### config.mk
export PLATFORM = sky130hd
export DESIGN_NAME = dcadd_blk
export DESIGN_NICKNAME = d
export VERILOG_FILES = /design/src/rtl/dcadd_pkg.sv /design/src/rtl/dcadd_scale.sv /design/src/rtl/dcadd_lane.sv /design/src/rtl/dcadd_rowctl.sv /design/src/rtl/dcadd_blk.sv
export SDC_FILE = /design/constraint.sdc
export NUM_CORES = 1
export LEC_CHECK = 0
export CAP_MARGIN = 20
export CORE_MARGIN = 10
export CORE_UTILIZATION = 40
export DETAILED_ROUTE_END_ITERATION = 16
export DONT_BUFFER_PORTS = 1
export PLACE_DENSITY = 0.61
export SLEW_MARGIN = 10
export SYNTH_ARGS = -nofsm -noshare
export SYNTH_HDL_FRONTEND = slang
export SYNTH_HIERARCHICAL = 1
export SYNTH_SLANG_ARGS = --single-unit
### constraint.sdc
create_clock -name clk -period 9.19 [get_ports clk]
set_input_delay 1.3785 -clock clk [delete_from_list [all_inputs] [get_ports clk]]
set_output_delay 1.3785 -clock clk [all_outputs]
set_load 0.01 [all_outputs]
### src/rtl/dcadd_pkg.sv
package dcadd_pkg;
   // shape code: bit 1 selects 8 rows, bit 0 selects 8 pixels per row
   typedef struct packed {
      logic tall;
      logic wide;
   } blk_shape_t;
endpackage

### src/rtl/dcadd_scale.sv
module dcadd_scale #(
   parameter int DC_W  = 16,
   parameter int PIX_W = 8
) (
   input  logic signed [DC_W-1:0]   dc,
   input  logic                     wide,
   input  logic                     tall,
   output logic signed [PIX_W+1:0]  offset
);
   localparam int SC_W    = DC_W + 12;
   localparam int OFF_W   = PIX_W + 2;
   localparam int OFF_MAX = (2 ** PIX_W) - 1;
   localparam int OFF_MIN = -(2 ** PIX_W);

   logic signed [SC_W-1:0] dcx;
   logic signed [SC_W-1:0] s1_wide, s1_narrow, s1;
   logic signed [SC_W-1:0] s2_tall, s2_short, s2;

   assign dcx = SC_W'(dc);

   // width stage
   assign s1_wide   = (dcx + (dcx <<< 1) + SC_W'(1)) >>> 1;
   assign s1_narrow = (dcx + (dcx <<< 4) + SC_W'(4)) >>> 3;
   assign s1        = wide ? s1_wide : s1_narrow;

   // height stage
   assign s2_tall   = ((s1 <<< 3) + (s1 <<< 2) + SC_W'(64)) >>> 7;
   assign s2_short  = ((s1 <<< 4) + s1 + SC_W'(64)) >>> 7;
   assign s2        = tall ? s2_tall : s2_short;

   // any magnitude beyond one pixel range saturates every lane anyway
   always_comb begin
      if (s2 > SC_W'(OFF_MAX))      offset = OFF_W'(OFF_MAX);
      else if (s2 < SC_W'(OFF_MIN)) offset = OFF_W'(OFF_MIN);
      else                          offset = s2[OFF_W-1:0];
   end
endmodule

### src/rtl/dcadd_lane.sv
module dcadd_lane #(
   parameter int PIX_W = 8
) (
   input  logic                    en,
   input  logic [PIX_W-1:0]        pix,
   input  logic signed [PIX_W+1:0] offset,
   output logic [PIX_W-1:0]        res
);
   localparam int SUM_W = PIX_W + 3;
   localparam int PMAX  = (2 ** PIX_W) - 1;

   logic signed [SUM_W-1:0] sum;

   assign sum = $signed({3'b000, pix}) + {offset[PIX_W+1], offset};

   always_comb begin
      if (!en)                          res = '0;
      else if (sum < 0)                 res = '0;
      else if (sum > SUM_W'(PMAX))      res = '1;
      else                              res = sum[PIX_W-1:0];
   end
endmodule

### src/rtl/dcadd_rowctl.sv
module dcadd_rowctl
   import dcadd_pkg::*;
#(
   parameter int MAX_ROWS = 8
) (
   input  logic       clk,
   input  logic       rst,
   input  logic       cmd_valid,
   input  blk_shape_t cmd_shape,
   input  logic       in_valid,
   input  logic       out_ready,
   output logic       cmd_ready,
   output logic       cmd_fire,
   output logic       in_ready,
   output logic       row_fire,
   output logic       out_valid,
   output logic       out_last,
   output blk_shape_t shape_q
);
   localparam int CNT_W = $clog2(MAX_ROWS);
   localparam logic [CNT_W-1:0] LAST_TALL  = CNT_W'(MAX_ROWS - 1);
   localparam logic [CNT_W-1:0] LAST_SHORT = CNT_W'(MAX_ROWS / 2 - 1);

   logic             busy;
   logic [CNT_W-1:0] row_cnt;
   logic             at_last;

   assign cmd_ready = !busy;
   assign cmd_fire  = cmd_valid && !busy;
   assign in_ready  = busy && (!out_valid || out_ready);
   assign row_fire  = in_valid && in_ready;
   assign at_last   = (row_cnt == (shape_q.tall ? LAST_TALL : LAST_SHORT));

   always_ff @(posedge clk) begin
      if (rst) begin
         busy    <= 1'b0;
         row_cnt <= '0;
         shape_q <= '0;
      end else if (cmd_fire) begin
         busy    <= 1'b1;
         row_cnt <= '0;
         shape_q <= cmd_shape;
      end else if (row_fire) begin
         row_cnt <= row_cnt + 1'b1;
         if (at_last) busy <= 1'b0;
      end
   end

   always_ff @(posedge clk) begin
      if (rst) begin
         out_valid <= 1'b0;
         out_last  <= 1'b0;
      end else if (row_fire) begin
         out_valid <= 1'b1;
         out_last  <= at_last;
      end else if (out_ready) begin
         out_valid <= 1'b0;
         out_last  <= 1'b0;
      end
   end
endmodule

### src/rtl/dcadd_blk.sv
module dcadd_blk
   import dcadd_pkg::*;
#(
   parameter int DC_W     = 16,
   parameter int PIX_W    = 8,
   parameter int LANES    = 8,
   parameter int MAX_ROWS = 8
) (
   input  logic                   clk,
   input  logic                   rst,
   input  logic                   cmd_valid,
   output logic                   cmd_ready,
   input  logic [DC_W-1:0]        cmd_dc,
   input  logic [1:0]             cmd_size,
   input  logic                   in_valid,
   output logic                   in_ready,
   input  logic [LANES*PIX_W-1:0] in_row,
   output logic                   out_valid,
   input  logic                   out_ready,
   output logic [LANES*PIX_W-1:0] out_row,
   output logic                   out_last
);
   localparam int HALF  = LANES / 2;
   localparam int OFF_W = PIX_W + 2;

   generate
      if (LANES < 2 || (LANES % 2) != 0) begin : g_bad_lanes
         $error("LANES must be even and at least 2");
      end
      if (MAX_ROWS < 2 || (MAX_ROWS % 2) != 0) begin : g_bad_rows
         $error("MAX_ROWS must be even and at least 2");
      end
      if (PIX_W < 2 || DC_W < 2) begin : g_bad_width
         $error("PIX_W and DC_W must be at least 2");
      end
   endgenerate

   blk_shape_t              shape_q;
   logic                    cmd_fire, row_fire;
   logic                    wide_q;
   logic signed [OFF_W-1:0] off_next, off_q;
   logic [LANES*PIX_W-1:0]  row_next;

   assign wide_q = shape_q.wide;

   dcadd_rowctl #(.MAX_ROWS(MAX_ROWS)) u_ctl (
      .clk       (clk),
      .rst       (rst),
      .cmd_valid (cmd_valid),
      .cmd_shape (blk_shape_t'(cmd_size)),
      .in_valid  (in_valid),
      .out_ready (out_ready),
      .cmd_ready (cmd_ready),
      .cmd_fire  (cmd_fire),
      .in_ready  (in_ready),
      .row_fire  (row_fire),
      .out_valid (out_valid),
      .out_last  (out_last),
      .shape_q   (shape_q)
   );

   dcadd_scale #(.DC_W(DC_W), .PIX_W(PIX_W)) u_scale (
      .dc     ($signed(cmd_dc)),
      .wide   (cmd_size[0]),
      .tall   (cmd_size[1]),
      .offset (off_next)
   );

   always_ff @(posedge clk) begin
      if (rst)           off_q <= '0;
      else if (cmd_fire) off_q <= off_next;
   end

   genvar g;
   generate
      for (g = 0; g < LANES; g++) begin : g_lane
         logic lane_en;
         if (g < HALF) begin : g_low
            assign lane_en = 1'b1;
         end else begin : g_high
            assign lane_en = wide_q;
         end
         dcadd_lane #(.PIX_W(PIX_W)) u_lane (
            .en     (lane_en),
            .pix    (in_row[g*PIX_W +: PIX_W]),
            .offset (off_q),
            .res    (row_next[g*PIX_W +: PIX_W])
         );
      end
   endgenerate

   always_ff @(posedge clk) begin
      if (rst)           out_row <= '0;
      else if (row_fire) out_row <= row_next;
   end
endmodule

; Yosys cells after proc, flatten, opt, wreduce, memory -nomap -nowiden
; Cells that the tools add are included.
[word_totals]
elab_cells = 86
regBits = 82
inputBits = 87
output_inout_bits = 68
[classes]
magnitude_cmp = 18
muxes = 31
n_eq_ne = 1
n_reduce_logical = 11
n_addsub = 17
[ops]
columns = cell, count
row1 = 2-to-1 mux 8 bit, 20
row2 = adder 9 x 10 -> 11 bit, 8
row3 = "greater-than comparator 11 x 9 -> 1 bit, second input constant", 8
row4 = "< comparator 11 x 1 -> 1 bit, second input constant", 8
row5 = adder 28 bit, 2
row6 = "adder 28 x 8 -> 28 bit, second input constant", 2
row7 = 2-to-1 mux 28 bit, 2
row8 = "adder 28 x 2 -> 28 bit, second input constant", 1
row9 = "adder 28 x 4 -> 28 bit, second input constant", 1
row10 = "greater-than comparator 28 x 9 -> 1 bit, second input constant", 1
row11 = "< comparator 28 x 9 -> 1 bit, second input constant", 1
row12 = adder 16 x 20 -> 21 bit, 1
row13 = 2-to-1 mux 10 bit, 2
row14 = adder 16 x 17 -> 18 bit, 1
row15 = 2-to-1 mux 1 bit, 6
row16 = nonzero test 2 bit, 3
row17 = "adder 3 x 1 -> 3 bit, second input constant", 1
row18 = == test 3 bit, 1
row19 = logical AND 1 bit, 3
row20 = 2-to-1 mux 3 bit, 1
row21 = zero test 1 bit, 2
row22 = AND reduction 2 bit, 1
row23 = OR reduction 2 bit, 1
row24 = logical OR 1 bit, 1

; Logic depth before layout (Yosys ltp)
; Gate-level depths: netlist of the first run.
[depth]
ltp_word = 9
mapped_depth = 29
mapped_depth_nobuf = 28

; By module
; The synthesis of the first run kept the hierarchy.
[by_module_without_submodules]
columns = mod, instances, seq_area_each_um2, area_per_inst_um2, cells_per_inst
row1 = dcadd_scale, 1, 0.0, 3717.3, 500
row2 = dcadd_blk, 1, 1481.4, 2651.3, 239
row3 = dcadd_lane (g_lane[1].u_lane ...), 5, 0.0, 493.0, 61
row4 = dcadd_lane (g_lane[0].u_lane ...), 3, 0.0, 648.1, 80
row5 = dcadd_rowctl, 1, 160.2, 380.4, 42

; Worst setup path before layout of the first run
; No wires, ideal clock.
[synth_path]
path_kind = in2reg
startpoint = input port cmd_dc[0]
endpoint = register off_q[7]
setup_ns = 0.116
arrival_ns = 6.891
path_buffers = 0
cell_stages = 26
required_time_ns = 9.074
slack_ns = 2.183
path_cell_list = ha_1 a21o_1 a21oi_1 o21ai_0 a21oi_1 o21bai_1 a41o_1 o41ai_1 o21ai_0 or2_2 o22ai_1 ha_1 ha_1 and3_1 nand2_1 or2_2 o32ai_1 a31o_4 a21oi_1 or2_0 o32a_1 or4_4 o31ai_4 a21oi_1 mux2i_1 nor2_1
[synth_via]
elab_chain_cells = 9
word_cells_on_any_way = 14
cone_classes = add/sub: 8 / order compare: 2 / mux: 4
[synth_rtl]
columns = item, line_no
row1 = start: declaration, dcadd_blk.sv:13  ; input logic [DC_W-1:0] cmd_dc,
row2 = adder 16 x 20 -> 21 bit or adder 16 x 17 -> 18 bit (tied branches), "dcadd_scale.sv:23, dcadd_scale.sv:22"
row3 = adder 28 x 4 -> 28 bit or adder 28 x 2 -> 28 bit (tied branches), "dcadd_scale.sv:23, dcadd_scale.sv:22"
row4 = 2-to-1 mux 28 bit *, dcadd_scale.sv:24  ; assign s1 = wide ? s1_wide : s1_narrow;
row5 = "adder 28 bit, on equally long branches", "dcadd_scale.sv:28, dcadd_scale.sv:27"
row6 = "adder 28 x 8 -> 28 bit, on equally long branches", "dcadd_scale.sv:28, dcadd_scale.sv:27"
row7 = 2-to-1 mux 28 bit *, dcadd_scale.sv:29  ; assign s2 = tall ? s2_tall : s2_short;
row8 = < comparator 28 x 9 -> 1 bit, dcadd_scale.sv:34  ; else if (s2 < SC_W'(OFF_MIN)) offset = OFF_W'(OFF_MIN);
row9 = 2-to-1 mux 10 bit, dcadd_scale.sv:34
row10 = 2-to-1 mux 10 bit *, dcadd_scale.sv:33  ; if (s2 > SC_W'(OFF_MAX)) offset = OFF_W'(OFF_MAX);
row11 = net off_next[7], dcadd_blk.sv:41  ; logic signed [OFF_W-1:0] off_next, off_q;
row12 = end signal: assignment, dcadd_blk.sv:71  ; else if (cmd_fire) off_q <= off_next;
row13 = end: declaration, dcadd_blk.sv:41
; The timed path passes the listed nets; every way through them passes the cells marked *.
; A chain may end at the register's enable or synchronous reset.

; Worst setup path after layout of the first run
[layout_path]
startpoint = input port cmd_dc[0]
endpoint = register off_q[5]
; The elaborated chain is that of the path after synthesis.

==> flow_summary.toml, run 1 <==
[clocking]
cts.sinks = 82
clk_latency_ps = 350
cts_hold_repair.buffers = 0
cts_root_buf = "clkbuf_16"
clockBufferDepth = 2
cts_inserted_buffers = 9
htreeDepth = 3
tritoncts = "yes"
cts_setup_buffers = 0
post_cts_resized = 0
clk_pin_slew_worst_paths_ps = 70

[worst_setup_path]
worstPathMaxFanout = 8
r2r_slack_ps = 6100
crit_required_ps = 9430
worst_setup_path_end_kind = "register"
crit_path_start_kind = "primary input"
slowest_stage = "or4_4"
crit_path_max_incr_delay_ps = 530
cp_top_family = "compound AO/OA/AOI/OAI gates"
worstSetupStartpoint = "cmd_dc[0]"
path_class = "in -> reg"
worst-path-buf-inv = 0
reg2reg_depth = 10
r2r-start = "off_q[1]"
crit_path_end = "off_q[5]"
reg2reg_to = "out_row[22]"
arrival_ps = 7700
cp.depth = 26
critical_path.most_common_cell = "a21oi_1"

[detailed_routing]
ant_nets = 0
drtPass1Iterations = 5
drt-total-wl_um = 29980
wl_per_cell_um = 17.70
drt-initial-drc-count = 449
num_vias = 9544
route.detailed.drc = 0
via_per_inst = 5.634

[synthesis]
async_flop_share_pct = 0
syn_area_per_cell_sq_um = 8.415
synth.most_common_cell = "ha_1"
synth_edf_count = 0
yosysTopAreaCell = "ha_1"
synth_top_area_share_pct = 17.49
synth_fa_ha_area_share_pct = 19.11
synth_compound_area_share_pct = 28.59
synth-seq-cells = 82
synthSimpleGateAreaFrac_pct = 18.93
synth_top_family_by_area = "compound AO/OA/AOI/OAI gates"
synthFlopType = "dfxtp_1"
yosys-top-cells-count = "ha_1 (156), nor2_1 (141), a21oi_1 (127), dfxtp_1 (82), nand2_1 (80)"
syn_area_sq_um = 11160
synth_area_leaders = "ha_1 (17%), dfxtp_1 (15%), mux2i_1 (6.9%), a21oi_1 (5.7%), nor2_1 (4.7%)"
ys_warn_count = 6
synth_xor_area_share_pct = 6.672
ys_seq_area_share_pct = 14.71
synth_cells = 1326
synth.area.mux_share_pct = 7.367
ys_types = 103

[power]
power_w = 0.002107
leakagePower_nw = 4.981
pwr_density_cell_nw_per_um2 = 179.1
peakVddDrop_uv = 84.14

[flow_run]
timing.max_cap.violations = 0

[floorplan]
ioPinCount = 155
start_util_pct = 40.39
dieArea_sq_um = 34980
die-width_um = 187.0
core_sq_um = 27630
die_h_um = 187.0
rows = 61

[placed_design]
port_buffers = 0
dp_hpwl_um = 23440
finalWeightedCongestion = 0.8942
pre_cts_ws_ps = 1458
placed_area_sq_um = 11430

[status]
status = "finished, final reports clean"

[timing]
layout_min_cycle_time_ps = 7456
finalHoldWorstSlack_ps = 485.7
skew_ps = 11.52
setup-tns-final_ps = 0
relSlewSlack_pct = 34.95
timing.fmax_ghz = 0.1341
finalCritPeriodShare_pct = 81.13
rsz0062_at_grt = "no"
worst_pin_slew_ps = 975.7
setup_violations = 0
setup_ws_ps = 1734
slew_violations = 0
hold_violations = 0

[finish]
insertedDiodeCount = 0
post-route-cell-area_sq_um = 11770
fillers = 2774
drive_above_1_share_pct = 12.46
area.growth.synth_to_final_pct = 5.461
final_nets = 1563

[grt]
grt_usage_pct = 16.73
antenna_found_initial = 0
overflow = 0
grt_max_degree = 84
grt_pass1_wl_um = 49130
grt_pass1_vias = 9279

[min_path]
min_path_type = "reg -> reg"
min_path_cells = 2
[how the worst min path moves through the flow]
stage / startpoint / endpoint / slack (ps)
floorplan: u_ctl/row_cnt[1] / u_ctl/row_cnt[1] / 450
global placement: u_ctl/row_cnt[1] / u_ctl/row_cnt[1] / 470
detailed placement: u_ctl/row_cnt[1] / u_ctl/row_cnt[1] / 480
CTS: u_ctl/row_cnt[1] / u_ctl/row_cnt[1] / 490
global route: u_ctl/row_cnt[0] / u_ctl/row_cnt[0] / 530
finish: u_ctl/row_cnt[1] / u_ctl/row_cnt[1] / 490
[kinds of logic after synthesis]
group	Yosys count
AO/OA/AOI/OAI	420
flip-flops	82
adder cells (fa/ha/maj)	165
buffers and inverters	105
XOR/XNOR	85
other	1
AND/OR/NAND/NOR	387
multiplexers	81
[per-stage QoR]
step	utilization, %	cells
after CTS	42.59	1694
after global routing	42.59	1694
final	42.59	1694
after global placement	41.38	1678
after detailed placement	41.38	1678
after floorplan	-	1329
[sequential cells by signal, indices dropped and copies added, names as in the netlist]
register,flops
u_ctl/shape_q,2
out_row,64
u_ctl/out_last,1
off_q,10
u_ctl/row_cnt,3
u_ctl/out_valid,1
u_ctl/busy,1
[layer usage]
layer	vias up	GRT usage, %	share of wire, %
met1	4475	21.78	47
met5	-	0	0
met4	0	3.536	1.3
met2	178	27.68	46
li1	4867	-	-
met3	24	3.673	5.5
[where the power goes]
part / leakage (nW) / total, W / switching (W) / internal, W
sequential: 0.665 / 0.000417 / 0.0000458 / 0.000371
combinational: 4.16 / 0.00127 / 0.000727 / 0.000546
clock: 0.160 / 0.000418 / 0.000153 / 0.000265
total: 4.98 / 0.00211 / 0.000925 / 0.00118
[final cells by class]
class,instances,area (sq um),area share [%]
Inverter,73,275.3,2.339
Clock buffer,11,232.7,1.978
Sequential cell,82,1643,13.96
Timing Repair Buffer,3,22.52,0.1914
Clock inverter,5,102.6,0.8719
Tap cell,378,473.0,4.019
Multi-Input combinational cell,1142,9019,76.64
[layout by cell type (no fill, tap or decap), types with 13 or more instances in the layout]
master / instances
a21o_1: 40
a21oi_1: 127
dfxtp_1: 81
ha_1: 156
inv_1: 68
mux2i_1: 77
nand2_1: 80
nand2b_1: 26
nand3_1: 17
nor2_1: 141
nor3_1: 20
o211ai_2: 16
o21a_1: 18
o21ai_0: 62
o21ai_2: 13
xnor2_1: 34
xor2_1: 51
[worst min-delay path, cell delays in order (launching register included)]
cell and delay, ps:
dfxtp_1 310, o21ai_0 70, a21oi_1 60
Power figures use the tool's default switching activity.
==> run 2, diff against run 1 <==
==> constraint.sdc (replaced) <==
create_clock -name clk -period 7.1 [get_ports clk]
set_input_delay 1.065 -clock clk [delete_from_list [all_inputs] [get_ports clk]]
set_output_delay 1.065 -clock clk [all_outputs]
set_load 0.01 [all_outputs]
==> flow_summary.toml, run 2 (same netlist as run 1, synthesis figures left out) <==
[timing]
setup-tns-final_ps = 0
layout_min_cycle_time_ps = 6684
slew_violations = 0
timing.fmax_ghz = 0.1496
skew_ps = 10.05
finalHoldWorstSlack_ps = 483.6
hold_violations = 0
worst_pin_slew_ps = 1013
rsz0062_at_grt = "no"
relSlewSlack_pct = 32.34
setup_violations = 0
finalCritPeriodShare_pct = 94.14

[grt]
overflow = 0
grt_max_degree = 84
grt_pass1_wl_um = 48800
grt_usage_pct = 16.65
grt_pass1_vias = 9219
antenna_found_initial = 0

[floorplan]
die_h_um = 187.0
core_sq_um = 27630
start_util_pct = 40.39
dieArea_sq_um = 34980
die-width_um = 187.0
ioPinCount = 155
rows = 61

[clocking]
cts_root_buf = "clkbuf_16"
post_cts_resized = 0
clockBufferDepth = 2
cts_inserted_buffers = 9
htreeDepth = 3
tritoncts = "yes"
cts.sinks = 82
cts_setup_buffers = 0
clk_latency_ps = 340
clk_pin_slew_worst_paths_ps = 70
cts_hold_repair.buffers = 0

[finish]
mostFrequentLayoutCell = "ha_1"
area.growth.synth_to_final_pct = 6.324
fin_util_pct = 42.94
insertedDiodeCount = 0
fillers = 2807
top_register = "out_row"
reg_top3 = "out_row x64, off_q x10, u_ctl/row_cnt x3"
mostFrequentLayoutCells = "ha_1 (156), nor2_1 (141), a21oi_1 (127)"
final_nets = 1572
drive_above_1_share_pct = 13.29
largest_reg_flops = 64

[power]
pwr_density_cell_nw_per_um2 = 233.9
seqPwrFrac_pct = 19.4
p_comb_share_pct = 61.1
swShare_pct = 44.17
pwr-share-clk_pct = 19.4
p_int_w = 0.001549
leakagePower_nw = 5.037
peakVddDrop_uv = 133.0
switchingPower_w = 0.001226

[worst_setup_path]
reg2reg_depth = 10
worst_setup_path_end_kind = "register"
worstPathMaxFanout = 8
crit_required_ps = 7390
path_class = "in -> reg"
arrival_ps = 6970
crit_path_start_kind = "primary input"

[detailed_routing]
num_vias = 9573
ant_nets = 0
drt-total-wl_um = 30290
drt-initial-drc-count = 477
wl_per_cell_um = 17.80
wl_met2_um = 13840
wl_met1_um = 14200
via_per_inst = 5.625
route.detailed.drc = 0
top_layer_used = "met4"
wl_met3_um = 1893
drtPass1Iterations = 5

[min_path]
min_path_cells = 2
min_path_type = "reg -> reg"

[placed_design]
port_buffers = 0
finalWeightedCongestion = 0.8902
dp_hpwl_um = 23770

[flow_run]
timing.max_cap.violations = 0

[status]
status = "finished, final reports clean"
## run 2: routing by layer
metal,global-route usage [%],up-vias
met1,21.77,4460
met4,3.040,0
met5,0,-
met3,3.654,25
li1,-,4871
met2,27.64,217
## run 2: power groups by stage
stage | clock [W] | sequential (W) | combinational [W]
after floorplan | 0 | 0.000520 | 0.00135
after global routing | 0.000573 | 0.000542 | 0.00188
after global placement | 0 | 0.000549 | 0.00164
final | 0.000539 | 0.000540 | 0.00170
after CTS | 0.000555 | 0.000539 | 0.00168
after detailed placement | 0 | 0.000550 | 0.00166
## run 2: worst paths after layout
path	slack, ps	from	endpoint
setup / recovery	420	cmd_dc[0]	off_q[3]
hold reg to reg	480	u_ctl/row_cnt[1]	u_ctl/row_cnt[1]
hold / removal	480	u_ctl/row_cnt[1]	u_ctl/row_cnt[1]
setup reg to reg	3990	off_q[1]	out_row[22]
## run 2: worst max-delay path, stage by stage
cell and delay [ps]:
ha_1 320, a31oi_2 300, a221oi_1 120, o21a_1 200, o21a_1 180, o21ai_0 200, a21oi_1 110, o21ai_0 330
a21oi_1 130, xor2_1 160, nand2_1 60, o21ai_0 210, ha_1 370, ha_1 350, a21o_1 190, a21o_1 170
a21oi_1 260, inv_1 130, o41ai_4 440, o21ai_1 150, a221oi_1 380, o21ba_2 210, nor3_1 230, a41oi_2 280
a21oi_1 210, mux2i_1 90, nor2_1 110
## run 2: area by class of cell
cell class | count | area [sq um] | area share, %
clock inverter | 5 | 103.9 | 0.8753
clock buffer | 10 | 229.0 | 1.930
timing repair buffer | 12 | 90.09 | 0.7593
sequential | 82 | 1643 | 13.85
multi-input combinational | 1142 | 9050 | 76.28
inverter | 73 | 275.3 | 2.320
tap | 378 | 473.0 | 3.986
## run 2: per-stage QoR
step           total power [W]  cells  instance area (sq um)  setup slack [ps]
2_1_floorplan         0.001871   1329                  11170             406.5
3_3_place_gp          0.002194   1687                  11500             109.4
3_5_place_dp          0.002208   1687                  11500             1.740
4_1_cts               0.002770   1702                  11830             333.5
5_1_grt               0.002998   1702                  11860             18.45
6_report              0.002775   1702                  11860             416.2
==> run 3, diff against run 2 <==
--- a/config.mk
+++ b/config.mk
@@ -7,10 +7,10 @@
 export LEC_CHECK = 0
 export CAP_MARGIN = 20
 export CORE_MARGIN = 10
-export CORE_UTILIZATION = 40
+export CORE_UTILIZATION = 35
 export DETAILED_ROUTE_END_ITERATION = 16
 export DONT_BUFFER_PORTS = 1
-export PLACE_DENSITY = 0.61
+export PLACE_DENSITY = 0.56
 export SLEW_MARGIN = 10
 export SYNTH_ARGS = -nofsm -noshare
 export SYNTH_HDL_FRONTEND = slang
==> flow_summary.toml, run 3 (same netlist as run 1, synthesis figures left out) <==
[clocking]
clk_pin_slew_worst_paths_ps = 70
cts_root_buf = "clkbuf_16"
clockBufferDepth = 2
cts_inserted_buffers = 9
clk_latency_ps = 350
cts.sinks = 82
cts_setup_buffers = 0
htreeDepth = 3
tritoncts = "yes"

[placed_design]
finalWeightedCongestion = 0.8882
port_buffers = 0
dp_hpwl_um = 25060
placed_area_sq_um = 11540
pre_cts_ws_ps = 72.97

[timing]
slew_violations = 0
hold_violations = 0
finalCritPeriodShare_pct = 94.08
setup_violations = 0
relSlewSlack_pct = 28.72
layout_min_cycle_time_ps = 6680
worst_pin_slew_ps = 1069
skew_ps = 8.584
setup-tns-final_ps = 0
setup_ws_ps = 420.3
timing.fmax_ghz = 0.1497

[worst_setup_path]
worst-path-buf-inv = 2
path_class = "in -> reg"
crit_path_start_kind = "primary input"
critical_path.most_common_cell = "a21oi_1"
crit_path_end = "off_q[0]"
crit_path_max_incr_delay_ps = 510
cp_top_family = "compound AO/OA/AOI/OAI gates"
arrival_ps = 6960
crit_required_ps = 7380
reg2reg_to = "out_row[12]"
reg2reg_depth = 11
r2r_slack_ps = 4010
cp.depth = 26
slowest_stage = "o41ai_2"
worstPathMaxFanout = 8
r2r-start = "off_q[0]"
worst_setup_path_end_kind = "register"
worstSetupStartpoint = "cmd_dc[0]"

[power]
power_w = 0.002713
pwr_density_cell_nw_per_um2 = 228.7
seqPwrFrac_pct = 19.9
pwr-share-clk_pct = 18.0
switchingPower_w = 0.001234
swShare_pct = 45.49
peakVddDrop_uv = 129.7
leakagePower_nw = 5.013
p_int_w = 0.001479
p_comb_share_pct = 62.1

[detailed_routing]
num_vias = 9478
drtPass1Iterations = 5
drt-initial-drc-count = 379
drt-total-wl_um = 31590
ant_nets = 0
route.detailed.drc = 0
wl_per_cell_um = 18.28
via_per_inst = 5.485

[grt]
grt_pass1_wl_um = 49990
grt_pass1_vias = 9204
grt_max_degree = 84
grt_usage_pct = 15.58
antenna_found_initial = 0
overflow = 0

[flow_run]
timing.max_cap.violations = 0

[finish]
area.growth.synth_to_final_pct = 6.280
final_nets = 1573
post-route-cell-area_sq_um = 11860
insertedDiodeCount = 0
drive_above_1_share_pct = 13.50
top_register = "out_row"
largest_reg_flops = 64
mostFrequentLayoutCells = "ha_1 (156), nor2_1 (141), a21oi_1 (127)"
mostFrequentLayoutCell = "ha_1"
reg_top3 = "out_row x64, off_q x10, u_ctl/row_cnt x3"

[status]
status = "finished, final reports clean"

[floorplan]
dieArea_sq_um = 39420
ioPinCount = 155
start_util_pct = 35.45
die-width_um = 198.6
die_h_um = 198.6
rows = 65
core_sq_um = 31470

[min_path]
holdCritStartpoint = "u_ctl/row_cnt[1]"
min_path_type = "reg -> reg"
## run 3: cell count changes in the layout (fill, tap and decap cells not counted), sizes merged
cell and delta:
bufinv -2, clkinvlp +2, clkbuf -1, buf +1, inv +1, clkinv +1
## run 3: layer usage
layer,wire (um),track usage (%),vias to the layer above
met1,14830,20.47,4406
met5,0,0,-
li1,-,-,4888
met3,1924,3.870,29
met4,405,3.278,0
met2,14430,25.20,155
## run 3: how the worst min path moves through the flow
stage / slack, ps / depth (start not counted) / end
CTS: 490 / 2 / u_ctl/row_cnt[1]
floorplan: 450 / 2 / u_ctl/row_cnt[1]
detailed placement: 480 / 2 / u_ctl/row_cnt[1]
finish: 490 / 2 / u_ctl/row_cnt[1]
global route: 520 / 2 / u_ctl/row_cnt[0]
global placement: 470 / 2 / u_ctl/row_cnt[0]
## run 3: metrics by stage
stage	hold WS [ps]	std cells	utilization, %
2_1_floorplan	454.7	1329	-
3_3_place_gp	472.4	1712	36.66
3_5_place_dp	479.9	1712	36.66
4_1_cts	493.0	1728	37.62
5_1_grt	515.8	1728	37.68
6_report	494.6	1728	37.68
## run 3: area by class of cell
cell class / instances / area (sq um)
clock buffer: 9 / 225.2
clock inverter: 7 / 78.83
fill: 3268 / 19620
inverter: 73 / 275.3
multi-input combinational: 1142 / 9036
sequential: 82 / 1643
tap: 402 / 503.0
timing repair buffer: 13 / 97.59
## run 3: worst min-delay path, stage by stage, from the launching register on
cell,delay [ps]
dfxtp_1,310
o21ai_0,70
a21oi_1,70
## run 3: what timing repair did
action	CTS	global route
endpoints found under the setup margin	0	8
hold buffers	0	0
resized for setup	0	3
## run 3: power by group through the flow
| stage | Sequential [W] | Combinational [W] | Clock (W) |
|---|---|---|---|
| 6_report | 0.000540 | 0.00169 | 0.000488 |
| 5_1_grt | 0.000543 | 0.00189 | 0.000530 |
| 4_1_cts | 0.000541 | 0.00168 | 0.000510 |
| 3_5_place_dp | 0.000551 | 0.00167 | 0 |
| 3_3_place_gp | 0.000551 | 0.00165 | 0 |
| 2_1_floorplan | 0.000520 | 0.00135 | 0 |
